--- config.mk ---
export PLATFORM = sky130hd
export DESIGN_NAME = dual_adc_reader
export DESIGN_NICKNAME = d
export VERILOG_FILES = /design/src/rtl/rdr_pkg.sv /design/src/rtl/rdr_tick.sv /design/src/rtl/rdr_shift.sv /design/src/rtl/rdr_seq.sv /design/src/rtl/dual_adc_reader.sv
export SDC_FILE = /design/constraint.sdc
export NUM_CORES = 1
export LEC_CHECK = 0
export ABC_AREA = 1
export BUFFER_PORTS_ARGS = -buffer_cell sky130_fd_sc_hd__clkbuf_2
export CAP_MARGIN = 20
export CORE_MARGIN = 2
export CORE_UTILIZATION = 56
export DETAILED_ROUTE_END_ITERATION = 16
export GPL_TIMING_DRIVEN = 0
export PLACE_DENSITY = 0.78
export SLEW_MARGIN = 20
export SYNTH_ARGS = -nofsm -noshare
export SYNTH_HDL_FRONTEND = slang
export SYNTH_SLANG_ARGS = --single-unit
--- constraint.sdc ---
create_clock -name clk -period 2 [get_ports clk]
set_input_delay 0.1 -clock clk [delete_from_list [all_inputs] [get_ports clk]]
set_output_delay 0.1 -clock clk [all_outputs]
set_load 0.005 [all_outputs]
--- src/rtl/rdr_pkg.sv ---
package rdr_pkg;
    localparam int DATA_W      = 14;
    localparam int RES_W       = 16;
    localparam int EDGES_DUAL  = 33;
    localparam int EDGES_CHAIN = 14;
    localparam int EDGES_SGL   = EDGES_DUAL + EDGES_CHAIN;
    localparam int FIRST_BIT   = 19;
    localparam int LAST_BIT_A  = FIRST_BIT + DATA_W - 1;
    localparam int FIRST_BIT_B = EDGES_DUAL + 1;
    localparam int LAST_BIT_B  = FIRST_BIT_B + DATA_W - 1;
    localparam int CNT_W       = $clog2(EDGES_SGL + 1);

    typedef enum logic [2:0] {
        S_IDLE,
        S_SETUP,
        S_LOW,
        S_HIGH,
        S_DONE
    } rdr_state_e;
endpackage

--- src/rtl/rdr_tick.sv ---
module rdr_tick #(
    parameter int HALF_DIV = 2
) (
    input  logic clk,
    input  logic rst_n,
    input  logic run,
    output logic tick
);
    localparam int CW = (HALF_DIV > 1) ? $clog2(HALF_DIV) : 1;
    localparam logic [CW-1:0] LAST = CW'(HALF_DIV - 1);

    logic [CW-1:0] cnt_q;

    assign tick = run && (cnt_q == LAST);

    always_ff @(posedge clk or negedge rst_n) begin
        if (!rst_n)
            cnt_q <= '0;
        else if (!run || tick)
            cnt_q <= '0;
        else
            cnt_q <= cnt_q + 1'b1;
    end


    tick_bound_chk: assert property (@(posedge clk) disable iff (!rst_n)
        cnt_q <= LAST);
endmodule

--- src/rtl/rdr_shift.sv ---
module rdr_shift #(
    parameter int W = 14
) (
    input  logic         clk,
    input  logic         rst_n,
    input  logic         en,
    input  logic         din,
    output logic [W-1:0] q
);
    always_ff @(posedge clk or negedge rst_n) begin
        if (!rst_n)
            q <= '0;
        else if (en)
            q <= {q[W-2:0], din};
    end
endmodule

--- src/rtl/rdr_seq.sv ---
module rdr_seq
    import rdr_pkg::*;
(
    input  logic clk,
    input  logic rst_n,
    input  logic start,
    input  logic mode_single,
    input  logic tick,
    output logic run,
    output logic sel_n,
    output logic sclk,
    output logic samp_a,
    output logic samp_b,
    output logic single_q,
    output logic load,
    output logic busy,
    output logic valid
);
    localparam logic [CNT_W-1:0] C_FIRST  = CNT_W'(FIRST_BIT);
    localparam logic [CNT_W-1:0] C_LASTA  = CNT_W'(LAST_BIT_A);
    localparam logic [CNT_W-1:0] C_FIRSTB = CNT_W'(FIRST_BIT_B);
    localparam logic [CNT_W-1:0] C_LASTB  = CNT_W'(LAST_BIT_B);
    localparam logic [CNT_W-1:0] C_DUAL   = CNT_W'(EDGES_DUAL);
    localparam logic [CNT_W-1:0] C_SGL    = CNT_W'(EDGES_SGL);

    rdr_state_e       state_q, state_d;
    logic [CNT_W-1:0] edge_q;
    logic [CNT_W-1:0] last_edge;
    logic             win_a, win_b2, at_last;

    assign last_edge = single_q ? C_SGL : C_DUAL;
    assign at_last   = (edge_q == last_edge);
    assign win_a     = (edge_q >= C_FIRST) && (edge_q <= C_LASTA);
    assign win_b2    = (edge_q >= C_FIRSTB) && (edge_q <= C_LASTB);

    always_comb begin
        state_d = state_q;
        unique case (state_q)
            S_IDLE:  if (start) state_d = S_SETUP;
            S_SETUP: if (tick) state_d = S_LOW;
            S_LOW:   if (tick) state_d = S_HIGH;
            S_HIGH:  if (tick) state_d = at_last ? S_DONE : S_LOW;
            S_DONE:  state_d = S_IDLE;
            default: state_d = S_IDLE;
        endcase
    end

    always_ff @(posedge clk or negedge rst_n) begin
        if (!rst_n)
            state_q <= S_IDLE;
        else
            state_q <= state_d;
    end

    always_ff @(posedge clk or negedge rst_n) begin
        if (!rst_n) begin
            edge_q   <= '0;
            single_q <= 1'b0;
        end else begin
            if (state_q == S_IDLE && start) begin
                edge_q   <= '0;
                single_q <= mode_single;
            end else if (state_d == S_LOW && tick) begin
                edge_q <= edge_q + 1'b1;
            end
        end
    end

    always_comb begin
        run    = (state_q == S_SETUP) || (state_q == S_LOW) || (state_q == S_HIGH);
        sel_n  = (state_q == S_IDLE) || (state_q == S_DONE);
        sclk   = (state_q != S_LOW);
        busy   = run;
        valid  = (state_q == S_DONE);
        load   = (state_q == S_HIGH) && tick && at_last;
        samp_a = (state_q == S_LOW) && tick && win_a;
        samp_b = (state_q == S_LOW) && tick && (single_q ? win_b2 : win_a);
    end


    valid_pulse_chk: assert property (@(posedge clk) disable iff (!rst_n)
        valid |=> !valid);

    idle_clk_high_chk: assert property (@(posedge clk) disable iff (!rst_n)
        sel_n |-> sclk);

    edge_bound_chk: assert property (@(posedge clk) disable iff (!rst_n)
        edge_q <= last_edge);

    busy_after_start_chk: assert property (@(posedge clk) disable iff (!rst_n)
        (state_q == S_IDLE && start) |=> busy);

    mode_hold_chk: assert property (@(posedge clk) disable iff (!rst_n)
        (busy && state_q != S_IDLE) |=> $stable(single_q));

    valid_not_busy_chk: assert property (@(posedge clk) disable iff (!rst_n)
        valid |-> !busy);
endmodule

--- src/rtl/dual_adc_reader.sv ---
module dual_adc_reader
    import rdr_pkg::*;
#(
    parameter int HALF_DIV = 2
) (
    input  logic             clk,
    input  logic             rst_n,
    input  logic             start_i,
    input  logic             mode_single_i,
    input  logic             sdo_a_i,
    input  logic             sdo_b_i,
    output logic             sel_n_o,
    output logic             sclk_o,
    output logic             busy_o,
    output logic             valid_o,
    output logic [RES_W-1:0] res_a_o,
    output logic [RES_W-1:0] res_b_o
);
    localparam int NCH = 2;
    localparam int EXT = RES_W - DATA_W;

    logic run, tick, samp_a, samp_b, single_q, load;
    logic [NCH-1:0]   sh_en, sh_din;
    logic [DATA_W-1:0] sh_q [NCH];

    rdr_tick #(.HALF_DIV(HALF_DIV)) u_tick (
        .clk(clk), .rst_n(rst_n), .run(run), .tick(tick)
    );

    rdr_seq u_seq (
        .clk(clk), .rst_n(rst_n), .start(start_i), .mode_single(mode_single_i),
        .tick(tick), .run(run), .sel_n(sel_n_o), .sclk(sclk_o),
        .samp_a(samp_a), .samp_b(samp_b), .single_q(single_q), .load(load),
        .busy(busy_o), .valid(valid_o)
    );

    assign sh_en[0]  = samp_a;
    assign sh_din[0] = sdo_a_i;
    assign sh_en[1]  = samp_b;
    assign sh_din[1] = single_q ? sdo_a_i : sdo_b_i;

    for (genvar g = 0; g < NCH; g++) begin : g_ch
        rdr_shift #(.W(DATA_W)) u_sh (
            .clk(clk), .rst_n(rst_n), .en(sh_en[g]), .din(sh_din[g]), .q(sh_q[g])
        );
    end

    always_ff @(posedge clk or negedge rst_n) begin
        if (!rst_n) begin
            res_a_o <= '0;
            res_b_o <= '0;
        end else if (load) begin
            res_a_o <= {{EXT{sh_q[0][DATA_W-1]}}, sh_q[0]};
            res_b_o <= {{EXT{sh_q[1][DATA_W-1]}}, sh_q[1]};
        end
    end


    res_hold_chk: assert property (@(posedge clk) disable iff (!rst_n)
        !load |=> $stable(res_a_o) && $stable(res_b_o));

    sign_ext_chk: assert property (@(posedge clk) disable iff (!rst_n)
        valid_o |-> (res_a_o[RES_W-1] == res_a_o[DATA_W-1]) && (res_b_o[RES_W-1] == res_b_o[DATA_W-1]));

    no_b_sample_idle_chk: assert property (@(posedge clk) disable iff (!rst_n)
        sel_n_o |-> !(samp_a || samp_b));
endmodule

==> impl_metrics.csv <==
group,metric,value,unit
run_status,outcome,"complete, no violations",
synthesis,synth_cells,319,
sta,maxSlewHeadroom,69.1,%
critical_path,cpPeakStageDelay,430,ps
clock_tree,cts.clk_slew.worst_paths,70,ps
floorplanning,core,5010,um2
floorplanning,rows,26,
synthesis,synth.most_common_cell,"nand2_1",
sta,skew,7.35,ps
critical_path,crit_family,"flip-flops",
floorplanning,die_w,75.5,um
grt,grt_pass1_vias,2179,
route,firstDrtPassIters,5,
placed_design,pre_cts_ws,356,ps
synthesis,synth_area_per_cell,8.99,um2
route,via_per_inst,4.98,
finish,drive_above_1_share,22.8,%
synthesis,synth_ff_type,"dfrtp_1",
power_and_ir_drop,p_int,2050,uW
power_and_ir_drop,swShare,19.8,%
floorplanning,initial_core_util,57.2,%
critical_path,worstPathCellList,"ha_1 > inv_1 > a21o_1 > nand2_1 > nand2_2 > buf_2 > o21ai_0",
sta,hold_viol,0,
power_and_ir_drop,comb_power_share,1.6,%
clock_tree,numCtsBuffers,9,
grt,grt_use_total,21.8,%
finish,area_growth,18.8,%
synthesis,synth_warnings,0,
synthesis,synth_top_cell_by_area,"dfrtp_1",
synthesis,ys_types,25,
synthesis,synth_common_cells,"nand2_1, dfrtp_1, nand3_1",
critical_path,crit_type,"register to register",
grt,grt_pass1_wl,9.23,mm
critical_path,crit_required,2240,ps
placed_design,io_buffers,41,
placed_design,place_congestion,0.891,
sta,setup_tns,0,ps
grt,grt-ovfl-total,0,
power_and_ir_drop,p_seq_share,53.1,%
synthesis,netlist.area_leader.share,58.5,%
placed_design,dp_hpwl,3.79,mm
synthesis,synth-seq-cells,67,
synthesis,synth-edff-count,0,
floorplanning,die_area,5710,um2
floorplanning,io_pins,42,
power_and_ir_drop,p_leak,0.00178,uW
sta,finalCritPeriodShare,83.7,%
critical_path,cp-end-kind,"register",
clock_tree,cts_buffer_depth,2,
critical_path,cp_data_arrival_time,1920,ps
floorplanning,die_h,75.5,um
synthesis,synthArstFlopShare,100,%
power_and_ir_drop,p_switching,504,uW
sta,post-route-min-period,1670,ps
route,drc,0,
critical_path,start_kind,"register",
sta,worst_pin_slew,463,ps
route,vias,2231,
synthesis,syn-cell-area,2870,um2
power_and_ir_drop,p_per_area,749,nW/um2
clock_tree,root_buffer,"clkbuf_8",
sta,setup_viol,0,
critical_path,worstPathBufferInverterCount,2,
synthesis,synth_area_leaders,"dfrtp_1, nand2_1, nand3_1, inv_1, o21ai_1",
clock_tree,insertion_delay,340,ps
route,dr.first_iter.drc_count,117,
critical_path,cp_max_fo,10,
finish,diodes,0,
run,cap_violations,0,
power_and_ir_drop,ir_worst_vdd,0.476,mV
sta,fmax,597,MHz
grt,grt_antenna_before_repair,0,
worst_hold_path,hold_path.class,"input pin to register",
route,routed_wl,5.55,mm
clock_tree,cts_num_sinks,67,
synthesis,synth_seq_area_share,58.5,%
finish,nNetsFinal,381,
clock_tree,cts_max_level,3,
clock_tree,cts_tree,"built",
grt,grt_max_degree,54,
critical_path,crit_path_top_delay_cell,"dfrtp_1",
sta,setup_ws,326,ps
power_and_ir_drop,clkPwrFrac,45.3,%
route,wl_per_cell,12.4,um
sta,drv_slew,0,
sta,rsz0062_at_grt,"false",
route,drtAntennaViolNets,0,
synthesis,synth_fp_nets,327,
## power by group through the flow
stage | combinational (uW) | sequential [uW] | clock [uW]
2_1_floorplan | 2.06 | 1380 | 0
3_3_place_gp | 34.1 | 1380 | 0
3_5_place_dp | 41.2 | 1380 | 0
4_1_cts | 43.0 | 1360 | 1180
5_1_grt | 48.9 | 1360 | 1240
6_report | 40.9 | 1360 | 1160
## cell type report
| class | instances | area, um2 |
|---|---|---|
| Timing Repair Buffer | 43 | 245 |
| Multi-Input combinational cell | 209 | 975 |
| Clock buffer | 15 | 176 |
| Fill cell | 443 | 1600 |
| Sequential cell | 67 | 1680 |
| Inverter | 27 | 106 |
| Tap cell | 70 | 87.6 |
| Clock inverter | 1 | 30.0 |
| Buffer | 16 | 109 |
## kinds of logic after synthesis
kind of cell	share of synthesized area (%)
and+or+nand+nor	26.5
AOI/OAI and AO/OA	5.41
xor gates and xnor gates	1.22
adders and majority gates	0.873
DFF	58.5
buffers and inverters	7.51
## flip-flops by register name, indices dropped and copies added, names as in the netlist
| register | count |
|---|---|
| g_ch.u_sh.q | 28 |
| u_seq.single_q | 1 |
| res_a_o | 14 |
| u_tick.cnt_q | 1 |
| u_seq.state_q | 3 |
| u_seq.edge_q | 6 |
| res_b_o | 14 |
## routing by layer
layer  vias to the layer above  wire length, um  track usage (%)
met1                      1056             2540             27.3
met5                         -                0                0
met4                         0               23             11.5
li1                       1121                -                -
met3                         2              268             4.37
met2                        52             2720             35.7
## stage by stage
stage	total power [uW]	cells	utilization [%]	hold slack [ps]	instance area [um2]
2_1_floorplan	1380	319	-	-196	2870
3_3_place_gp	1420	430	63.1	369	3160
3_5_place_dp	1420	431	63.7	-3.32	3190
4_1_cts	2580	448	68.0	2.90	3410
5_1_grt	2640	448	68.0	58.4	3410
6_report	2550	448	68.0	16.5	3410
## cells in the final DEF, fill, tap and decap left out, types with 5 or more instances in the layout
| master | synthesis | final |
|---|---|---|
| nand2_1 | 119 | 119 |
| dfrtp_1 | 67 | 67 |
| clkbuf_2 | 0 | 40 |
| nand3_1 | 26 | 26 |
| inv_1 | 22 | 22 |
| o21ai_1 | 14 | 14 |
| o21ai_0 | 12 | 12 |
| clkbuf_8 | 0 | 12 |
| nand4_1 | 8 | 8 |
| nor2_1 | 7 | 7 |
| buf_2 | 6 | 6 |
| clkbuf_1 | 2 | 5 |
| buf_4 | 5 | 5 |
## worst paths after layout
check / start / endpoint / slack, ps / depth (start not counted)
worst max-delay path: u_seq.edge_q[1] / g_ch[0].u_sh.q[8] / 330 / 7
worst min-delay path: mode_single_i / u_seq.single_q / 20 / 3
worst max register to register: u_seq.edge_q[1] / g_ch[0].u_sh.q[8] / 330 / 7
worst min register to register: res_b_o[6] / res_b_o[6] / 480 / 2
max in group asynchronous: rst_n / g_ch[1].u_sh.q[9] / 1300 / 3
min in group asynchronous: rst_n / res_a_o[4] / 180 / 2
## timing repair
action,in CTS,in global routing
buffers inserted,0,0
gates resized for setup,0,0
hold endpoints to repair,67,0
hold buffers,1,0
## worst register-to-register path, stage by stage, from the launching register on
cell and delay [ps]:
dfrtp_1 430, ha_1 240, inv_1 60, a21o_1 170, nand2_1 110, nand2_2 150, buf_2 220, o21ai_0 210
Note: power is estimated with default switching activity, not from simulation.
